===== config.mk =====
export PLATFORM = sky130hd
export DESIGN_NAME = vlpe_bus_encoder
export DESIGN_NICKNAME = d
export VERILOG_FILES = /design/src/rtl/vlpe_pkg.sv /design/src/rtl/vlpe_seg_cam.sv /design/src/rtl/vlpe_pick.sv /design/src/rtl/vlpe_bus_encoder.sv
export SDC_FILE = /design/constraint.sdc
export NUM_CORES = 2
export LEC_CHECK = 0
export ABC_AREA = 1
export BUFFER_PORTS_ARGS = -buffer_cell sky130_fd_sc_hd__buf_2
export CAP_MARGIN = 10
export CORE_ASPECT_RATIO = 1.75
export CORE_MARGIN = 2
export CORE_UTILIZATION = 65
export DETAILED_ROUTE_END_ITERATION = 7
export GPL_TIMING_DRIVEN = 0
export MAX_ROUTING_LAYER = met4
export PLACE_DENSITY = 0.82
export SLEW_MARGIN = 0
export SYNTH_ARGS = -nofsm -noshare
export SYNTH_HDL_FRONTEND = slang
export SYNTH_SLANG_ARGS = --single-unit

===== constraint.sdc =====
create_clock -name clk -period 7.5 [get_ports clk]
set_input_delay 1.125 -clock clk [delete_from_list [all_inputs] [get_ports clk]]
set_output_delay 1.125 -clock clk [all_outputs]
set_load 0.02 [all_outputs]

===== src/rtl/vlpe_pkg.sv =====
package vlpe_pkg;
    localparam int unsigned DEF_DATA_W  = 32;
    localparam int unsigned DEF_CODE_W  = 8;
    localparam int unsigned DEF_SEGS    = 3;
    localparam int unsigned DEF_STEP    = 8;
    localparam int unsigned DEF_ENTRIES = 8;

    // pattern width held by segment s (s = 0 is the widest)
    function automatic int unsigned seg_width(int unsigned data_w, int unsigned step, int unsigned s);
        return data_w - s * step;
    endfunction
endpackage


===== src/rtl/vlpe_seg_cam.sv =====
module vlpe_seg_cam #(
    parameter int unsigned PAT_W   = 32,
    parameter int unsigned ENTRIES = 8,
    localparam int unsigned PTR_W  = (ENTRIES > 1) ? $clog2(ENTRIES) : 1
) (
    input  logic             clk,
    input  logic             rst_n,
    input  logic [PAT_W-1:0] key,
    input  logic             ins_en,
    output logic             hit,
    output logic [PTR_W-1:0] hit_idx
);
    typedef struct packed {
        logic [ENTRIES-1:0]            vld;
        logic [ENTRIES-1:0][PAT_W-1:0] pat;
        logic [PTR_W-1:0]              ptr;
    } cam_t;

    cam_t st_d, st_q;
    logic [ENTRIES-1:0] match;

    always_comb begin
        st_d    = st_q;
        hit     = 1'b0;
        hit_idx = '0;
        // descending scan: lowest matching slot is assigned last
        for (int e = ENTRIES - 1; e >= 0; e--) begin
            match[e] = st_q.vld[e] && (st_q.pat[e] == key);
            if (match[e]) begin
                hit     = 1'b1;
                hit_idx = PTR_W'(e);
            end
        end
        if (ins_en) begin
            st_d.pat[st_q.ptr] = key;
            st_d.vld[st_q.ptr] = 1'b1;
            st_d.ptr = (st_q.ptr == PTR_W'(ENTRIES - 1)) ? '0 : st_q.ptr + 1'b1;
        end
    end

    always_ff @(posedge clk) begin
        if (!rst_n) st_q <= '0;
        else        st_q <= st_d;
    end
endmodule


===== src/rtl/vlpe_pick.sv =====
module vlpe_pick #(
    parameter int unsigned SEGS  = 3,
    parameter int unsigned PTR_W = 3,
    localparam int unsigned SEL_W = (SEGS > 1) ? $clog2(SEGS) : 1
) (
    input  logic [SEGS-1:0]            seg_hit,
    input  logic [SEGS-1:0][PTR_W-1:0] seg_idx,
    output logic                       any_hit,
    output logic [SEL_W-1:0]           win_seg,
    output logic [PTR_W-1:0]           win_idx
);
    always_comb begin
        any_hit = |seg_hit;
        win_seg = '0;
        win_idx = '0;
        // segment 0 is widest; scan downward so it wins last
        for (int s = SEGS - 1; s >= 0; s--) begin
            if (seg_hit[s]) begin
                win_seg = SEL_W'(s);
                win_idx = seg_idx[s];
            end
        end
    end
endmodule


===== src/rtl/vlpe_bus_encoder.sv =====
module vlpe_bus_encoder #(
    parameter int unsigned DATA_W  = vlpe_pkg::DEF_DATA_W,
    parameter int unsigned CODE_W  = vlpe_pkg::DEF_CODE_W,
    parameter int unsigned SEGS    = vlpe_pkg::DEF_SEGS,
    parameter int unsigned STEP    = vlpe_pkg::DEF_STEP,
    parameter int unsigned ENTRIES = vlpe_pkg::DEF_ENTRIES
) (
    input  logic              clk,
    input  logic              rst_n,
    input  logic              in_valid,
    input  logic [DATA_W-1:0] in_word,
    output logic              out_valid,
    output logic              out_coded,
    output logic [DATA_W-1:0] out_word
);
    localparam int unsigned PTR_W    = (ENTRIES > 1) ? $clog2(ENTRIES) : 1;
    localparam int unsigned SEL_W    = (SEGS > 1) ? $clog2(SEGS) : 1;
    localparam int unsigned SEGNUM_W = $clog2(SEGS + 1);
    localparam int unsigned IDX_W    = CODE_W - SEGNUM_W;
    localparam int unsigned LOW_W    = DATA_W - CODE_W;

    typedef struct packed {
        logic              vld;
        logic              coded;
        logic [DATA_W-1:0] word;
    } out_t;

    out_t o_d, o_q;

    logic [SEGS-1:0]              seg_hit;
    logic [SEGS-1:0][PTR_W-1:0]   seg_idx;
    logic [SEGS-1:0][DATA_W-1:0]  seg_mask;
    logic                         any_hit;
    logic [SEL_W-1:0]             win_seg;
    logic [PTR_W-1:0]             win_idx;
    logic                         ins_en;
    logic [CODE_W-1:0]            code;

    assign ins_en = in_valid && !any_hit;

    for (genvar s = 0; s < SEGS; s++) begin : g_seg
        localparam int unsigned PW = vlpe_pkg::seg_width(DATA_W, STEP, s);
        assign seg_mask[s] = ~({DATA_W{1'b1}} >> PW);
        vlpe_seg_cam #(
            .PAT_W  (PW),
            .ENTRIES(ENTRIES)
        ) u_cam (
            .clk    (clk),
            .rst_n  (rst_n),
            .key    (in_word[DATA_W-1 -: PW]),
            .ins_en (ins_en),
            .hit    (seg_hit[s]),
            .hit_idx(seg_idx[s])
        );
    end

    vlpe_pick #(
        .SEGS (SEGS),
        .PTR_W(PTR_W)
    ) u_pick (
        .seg_hit(seg_hit),
        .seg_idx(seg_idx),
        .any_hit(any_hit),
        .win_seg(win_seg),
        .win_idx(win_idx)
    );

    always_comb begin
        o_d       = o_q;
        code      = {SEGNUM_W'(win_seg) + SEGNUM_W'(1), IDX_W'(win_idx)};
        o_d.vld   = in_valid;
        o_d.coded = in_valid && any_hit;
        if (in_valid) begin
            if (any_hit) o_d.word = {code, {LOW_W{1'b0}}} | (in_word & ~seg_mask[win_seg]);
            else         o_d.word = in_word;
        end
    end

    always_ff @(posedge clk) begin
        if (!rst_n) o_q <= '0;
        else        o_q <= o_d;
    end

    assign out_valid = o_q.vld;
    assign out_coded = o_q.coded;
    assign out_word  = o_q.word;
endmodule


=== Word level (Yosys, flattened, before mapping) ===
Index checks and enable logic that the tools add are counted.

* Register bits after elaboration: 643
* Bits in latches: 0
* Memory bits (writable): 0
* Memory bits (read-only): 0
* Input bits: 35
* Output and inout bits: 34
* Logic and storage cells: 183
* Memories kept: 0

* Add/subtract/negate cells: 4
* Multiply operators: 0
* Div/mod/pow operators: 0
* Magnitude comparators: 7
* Equal/unequal tests: 27
* Shift operators: 0
* Multiplexer cells: 75
* Bitwise operators: 6
* Reduce and logical (&&, ||, !) cells: 31

{| class="wikitable"
|+ Operator list
! cell !! count
|-
| 256-bit bitwise mux || 1
|-
| 32-bit == test || 8
|-
| 192-bit bitwise mux || 1
|-
| 24-bit == test || 8
|-
| 128-bit bitwise mux || 1
|-
| 16-bit == test || 8
|-
| 32-bit demux with 3-bit select || 1
|-
| 32-bit two-way mux || 3
|-
| 3-bit two-way mux || 30
|-
| 24-bit demux with 3-bit select || 1
|-
| 32-bit binary-select mux with 2-bit select || 1
|-
| 16-bit demux with 3-bit select || 1
|-
| 32-bit bitwise AND || 1
|-
| 32-bit inverter || 1
|-
| 32-bit bitwise OR || 1
|-
| 1-bit logical AND || 29
|-
| 1-bit two-way mux || 27
|-
| 24-bit two-way mux || 1
|-
| 8-bit bitwise OR || 3
|-
| 16-bit two-way mux || 1
|-
| 3-bit by 4-bit < comparator with 1-bit output (second input constant) || 3
|-
| 3-bit by 1-bit adder with 3-bit output (second input constant) || 3
|-
| 1-bit demux with 3-bit select || 3
|-
| 3-bit == test (second input constant) || 3
|-
| other kinds (6) || 10
|}

=== Logic depth before layout (Yosys ltp) ===
* Word-level depth: 19
* Mapped depth: 22
* Depth with buffers taken out: 21

=== Cells and area by module ===
Synthesis repeated with hierarchy kept, for this count alone.

* Cells, all modules: 4042
* Area, all modules: 29828.6 sq um

{| class="wikitable"
|+ By module, submodules not included
! module !! times used !! cells each !! area each (sq um) !! seq. area each (sq um)
|-
| vlpe_seg_cam at g_seg[0].u_cam || 1 || 1688 || 12391.9 || 5345.1
|-
| vlpe_seg_cam at g_seg[1].u_cam || 1 || 1281 || 9411.5 || 4063.9
|-
| vlpe_seg_cam at g_seg[2].u_cam || 1 || 869 || 6528.8 || 2782.7
|-
| vlpe_bus_encoder || 1 || 185 || 1410.1 || 680.7
|-
| vlpe_pick || 1 || 19 || 86.3 || 0.0
|}

=== Worst setup path after synthesis ===
Ideal clock, no wire load.

* Path kind: input-to-reg
* Start point: input port in_word[12]
* End point: register o_q, in the netlist out_word[21]
* Data arrival time: 3.195 ns
* Data required time: 7.430 ns
* Slack: 4.234 ns
* Cell stages on the path: 18
* Path buffers: 3
* Cells stage by stage: buf_2 -> clkbuf_1 -> nand2_1 -> nand4_1 -> nor2_1 -> nand3_1 -> inv_1 -> nand2_1 -> nand2_1 -> nor2_1 -> nand2_1 -> nor2_1 -> ha_1 -> inv_1 -> nand2_1 -> buf_2 -> nand3_1 -> a21oi_1

* Word-level cells in the longest chain between the ends: 18
* Elaborated cells on any way between the ends: 57

{| class="wikitable"
|+ Ends and longest elaborated chain
! item !! line !! source
|-
| start, declared || vlpe_bus_encoder.sv:11 || <nowiki>input logic [DATA_W-1:0] in_word,</nowiki>
|-
| 24-bit == test || vlpe_seg_cam.sv:28 || <nowiki>match[e] = st_q.vld[e] && (st_q.pat[e] == key);</nowiki>
|-
| 1-bit logical AND || vlpe_seg_cam.sv:28 ||
|-
| 1-bit two-way mux (8 in a row) || vlpe_seg_cam.sv:29 || <nowiki>if (match[e]) begin</nowiki>
|-
| 2-bit two-way mux (2 in a row) || vlpe_pick.sv:18 || <nowiki>if (seg_hit[s]) begin</nowiki>
|-
| 32-bit binary-select mux with 2-bit select || vlpe_bus_encoder.sv:74 || <nowiki>if (any_hit) o_d.word = {code, {LOW_W{1'b0}}} | (in_word & ~seg_mask[win_seg]);</nowiki>
|-
| 32-bit two-way mux (implied by the code) || vlpe_bus_encoder.sv:74 ||
|-
| 32-bit inverter || vlpe_bus_encoder.sv:74 ||
|-
| 32-bit bitwise AND || vlpe_bus_encoder.sv:74 ||
|-
| 32-bit bitwise OR || vlpe_bus_encoder.sv:74 ||
|-
| 32-bit two-way mux (*) || vlpe_bus_encoder.sv:74 ||
|-
| end signal, assigned || vlpe_bus_encoder.sv:80 || <nowiki>if (!rst_n) o_q <= '0;</nowiki>
|-
| end signal, assigned || vlpe_bus_encoder.sv:81 || <nowiki>else o_q <= o_d;</nowiki>
|-
| end, declared || vlpe_bus_encoder.sv:28 || <nowiki>out_t o_d, o_q;</nowiki>
|}

Every way passes the cells marked *; elsewhere a longest branch is shown, timed or not. The select of a mux whose other input is x is not followed.
A chain may end at the register's enable or synchronous reset.

=== Worst setup path after layout ===
* Start point: input port in_word[29]
* End point: register o_q, in the netlist out_word[28]

* Word-level cells in the longest chain between the ends: 19
* Elaborated cells on any way between the ends: 82

{| class="wikitable"
|+ Ends and longest elaborated chain
! item !! line
|-
| 16-bit == test || vlpe_seg_cam.sv:28
|-
| 1-bit logical AND || vlpe_seg_cam.sv:28
|-
| 1-bit two-way mux (8 in a row) || vlpe_seg_cam.sv:29
|-
| 2-bit two-way mux (3 in a row) || vlpe_pick.sv:18
|-
| 32-bit binary-select mux with 2-bit select || vlpe_bus_encoder.sv:74
|-
| 32-bit two-way mux (implied by the code) || vlpe_bus_encoder.sv:74
|-
| 32-bit inverter || vlpe_bus_encoder.sv:74
|-
| 32-bit bitwise AND || vlpe_bus_encoder.sv:74
|-
| 32-bit bitwise OR || vlpe_bus_encoder.sv:74
|-
| 32-bit two-way mux (*) || vlpe_bus_encoder.sv:74
|}

Marked as above.

==> out/qor.yml <==
pwr:
  ir_worst_vdd_v: 0.000212
  total_power_w: 0.00828
  cellLeakagePower_nw: 20.6
  power_density_mw_per_mm2: 217
sta:
  skew_ps: 32.1
  worst_pin_slew_ps: 1450
  hold_viol: 0
  max_freq_mhz: 195
  setup_ws_ps: 2360
  slew_viol_final: 0
  period_needed_ps: 5140
  rsz0062_at_grt: "false"
  setup_viol: 0
  fin_tns_setup_ps: 0
  relSlewSlack_pct: 3.55
  fin_hold_ws_ps: 456
  period_share_pct: 68.5
global_routing:
  overflow: 0
  groute.usage.overall_pct: 60.9
  antenna_found_initial: 17
  grt_max_degree: 16
  grt_pass1_vias: 35900
  grt_pass1_wl_mm: 234
floorplanning:
  initial_core_util_pct: 65.5
  dieArea_mm2: 0.0556
  fp.dieW_um: 179
  row_count: 112
  core_area_mm2: 0.0533
  ios: 69
  die_h_um: 310
placed_design:
  dp_slack_ps: 2140
  gp_congestion: 1.10
  port_buffers: 53
  dpl.hpwl_mm: 109
hold_path:
  hold_class: "flip-flop to flip-flop"
clocking:
  clock_latency_ps: 700
  cts_root_buf: "clkbuf_16"
  postCtsSetupBuffers: 0
  cts_tree: "yes"
  cts_made_buffers: 58
  cts_resized: 0
  clockBufferDepth: 3
  numClockSinks: 643
  htreeDepth: 2
  hold_buffers: 0
  path_clk_slew_ps: 70
routing:
  firstDrtPassIters: 8
  wl_per_cell_um: 24.4
  num_vias: 40500
  dr.first_iter.drc_count: 6741
  drc_errors: 1
  final_antenna_net_count: 0
  via_per_inst: 5.94
  wirelength_mm: 166
cells_and_area:
  finish.utilization_pct: 71.8
  area_growth_pct: 9.56
  num-nets-final: 6104
  drive_above_1_share_pct: 6.82
yosys:
  synth-warning-count: 0
  synth_cell_type_count: 37
  yosysSeqAreaShare_pct: 36.9
  yosysMostFrequentCell: "nand2_1"
  ys.flop_type: "dfxtp_1"
  syn_avg_cell_area_um2: 5.87
  synth_top_area_share_pct: 36.9
  syn_area_mm2: 0.0349
  syn_inst: 5942
  ys_seq_elements: 643
  syn_nets: 5984
  synth.area.top_cells: "dfxtp_1 (37%), nand2_1 (23%), nor2_1 (16%), inv_1 (7.3%), buf_2 (2.1%)"
  yosysTopAreaCell: "dfxtp_1"
  async_flop_share_pct: 0
  netlist_top_cells_count: "nand2_1 (2147), nor2_1 (1475), inv_1 (679)"
  synth_edf_count: 0
setup_path:
  criticalPathCategory: "primary input to flip-flop"
  crit_fanout: 10
  critPathTopFamily: "simple AND/OR/NAND/NOR gates"
  worstSetupStartpointType: "primary input"
  path_cells: "buf_2 -> inv_2 -> buf_2 -> buf_2 -> nand2_1 -> nand4_1 -> nand3b_1 -> nor2_1 -> nor2_1 -> nand2_1 -> nor2_2 -> nand3_1 -> nand2_1 -> buf_2 -> nand3_1 -> a21oi_1"
  slowest_stage: "buf_2"
  max_stage_delay_ps: 650
  worst_ep_required_time_ps: 8120
  critPathBufInv: 5
  reg2reg_slack_ps: 3640
  critPathCaptureType: "flip-flop"
  crit_arrival_ps: 5760
  crit_top_cell: "buf_2"
job:
  max_cap_viol_count: 0
outcome:
  violations: "DRC"
  status: "finished, violations left"
where the power goes:
group          total (W)  internal, W  switching (W)  leakage (nW)
logic            0.00135     0.000327        0.00102          14.3
registers        0.00364      0.00356      0.0000874          5.23
clock network    0.00329      0.00183        0.00146          1.03
per-layer routing:
metal	up-vias	GRT usage (%)	part of all wire (%)
met5	-	-	0
met4	0	61.9	13
met3	1417	29.2	17
met2	3432	82.5	40
met1	17900	62.1	30
li1	17800	-	-
worst reg2reg max path: stages (launching register included):
cell and delay, ps:
dfxtp_1 380, nand2_1 160, o21ai_1 140, nor2_1 60, nand2_1 80, nor2_1 150
nand2_1 100, nor2_1 70, nand2_1 190, nand2_1 130, inv_1 80, nand2_1 60
nor2_2 500, nand3_1 450, nand2_1 530, buf_2 390, nand3_1 160, a21oi_1 150
layout make-up:
type / count / area [um2]
flip-flops and latches: 643 / 12900
well taps: 684 / 856
diodes: 23 / 57.6
fillers: 4883 / 15000
repair buffers: 60 / 370
multi-input cells: 4236 / 17500
plain buffers: 361 / 1840
inverters: 702 / 2640
clock inverters: 19 / 198
clock buffers: 89 / 1850
logic make-up after synthesis:
group	synth area share [%]
and+or+nand+nor	42.2
buffers and inverters	12.8
DFF	36.9
AOI/OAI and AO/OA	5.05
xor gates and xnor gates	2.76
adders and majority gates	0.251
state kept, by name, indices dropped and copies added, names as in the netlist:
name / cells
g_seg.u_cam.st_q: 609
out_coded: 1
out_valid: 1
out_word: 32
cell usage in the layout (no fill, tap or decap), types with 6 or more instances in the layout:
cell       count
clkbuf_16     61
ha_1           7
nand2_1     2147
nand4_2       18
a21oi_1       82
o21ai_0      127
nor3_1         6
o21ai_1       31
dfxtp_1      643
buf_2        202
diode_2       23
o22ai_1       56
clkinv_2      14
buf_8          7
xor2_1        42
buf_4         34
clkbuf_8      22
nand4_1       49
nor2_1      1475
clkbuf_1     116
inv_1        679
xnor2_1       68
inv_2         21
o211ai_1      15
buf_6         23
nand3_1       83
buf_1         45
stage by stage:
step | cell area (um2) | cells
finish | 38200 | 6817
global route | 38200 | 6812
CTS | 38100 | 6788
detailed placement | 36000 | 6680
global placement | 36000 | 6679
floorplan | 34900 | 5942
worst paths after layout:
check | cells past startpoint | start | end
worst min register to register | 2 | g_seg[2].u_cam.st_q[136] | g_seg[2].u_cam.st_q[136]
worst min-delay path | 2 | g_seg[2].u_cam.st_q[136] | g_seg[2].u_cam.st_q[136]
worst max-delay path | 16 | in_word[29] | out_word[28]
worst max register to register | 17 | g_seg[0].u_cam.st_q[24] | out_word[28]
Note: power is estimated with default switching activity, not from simulation.
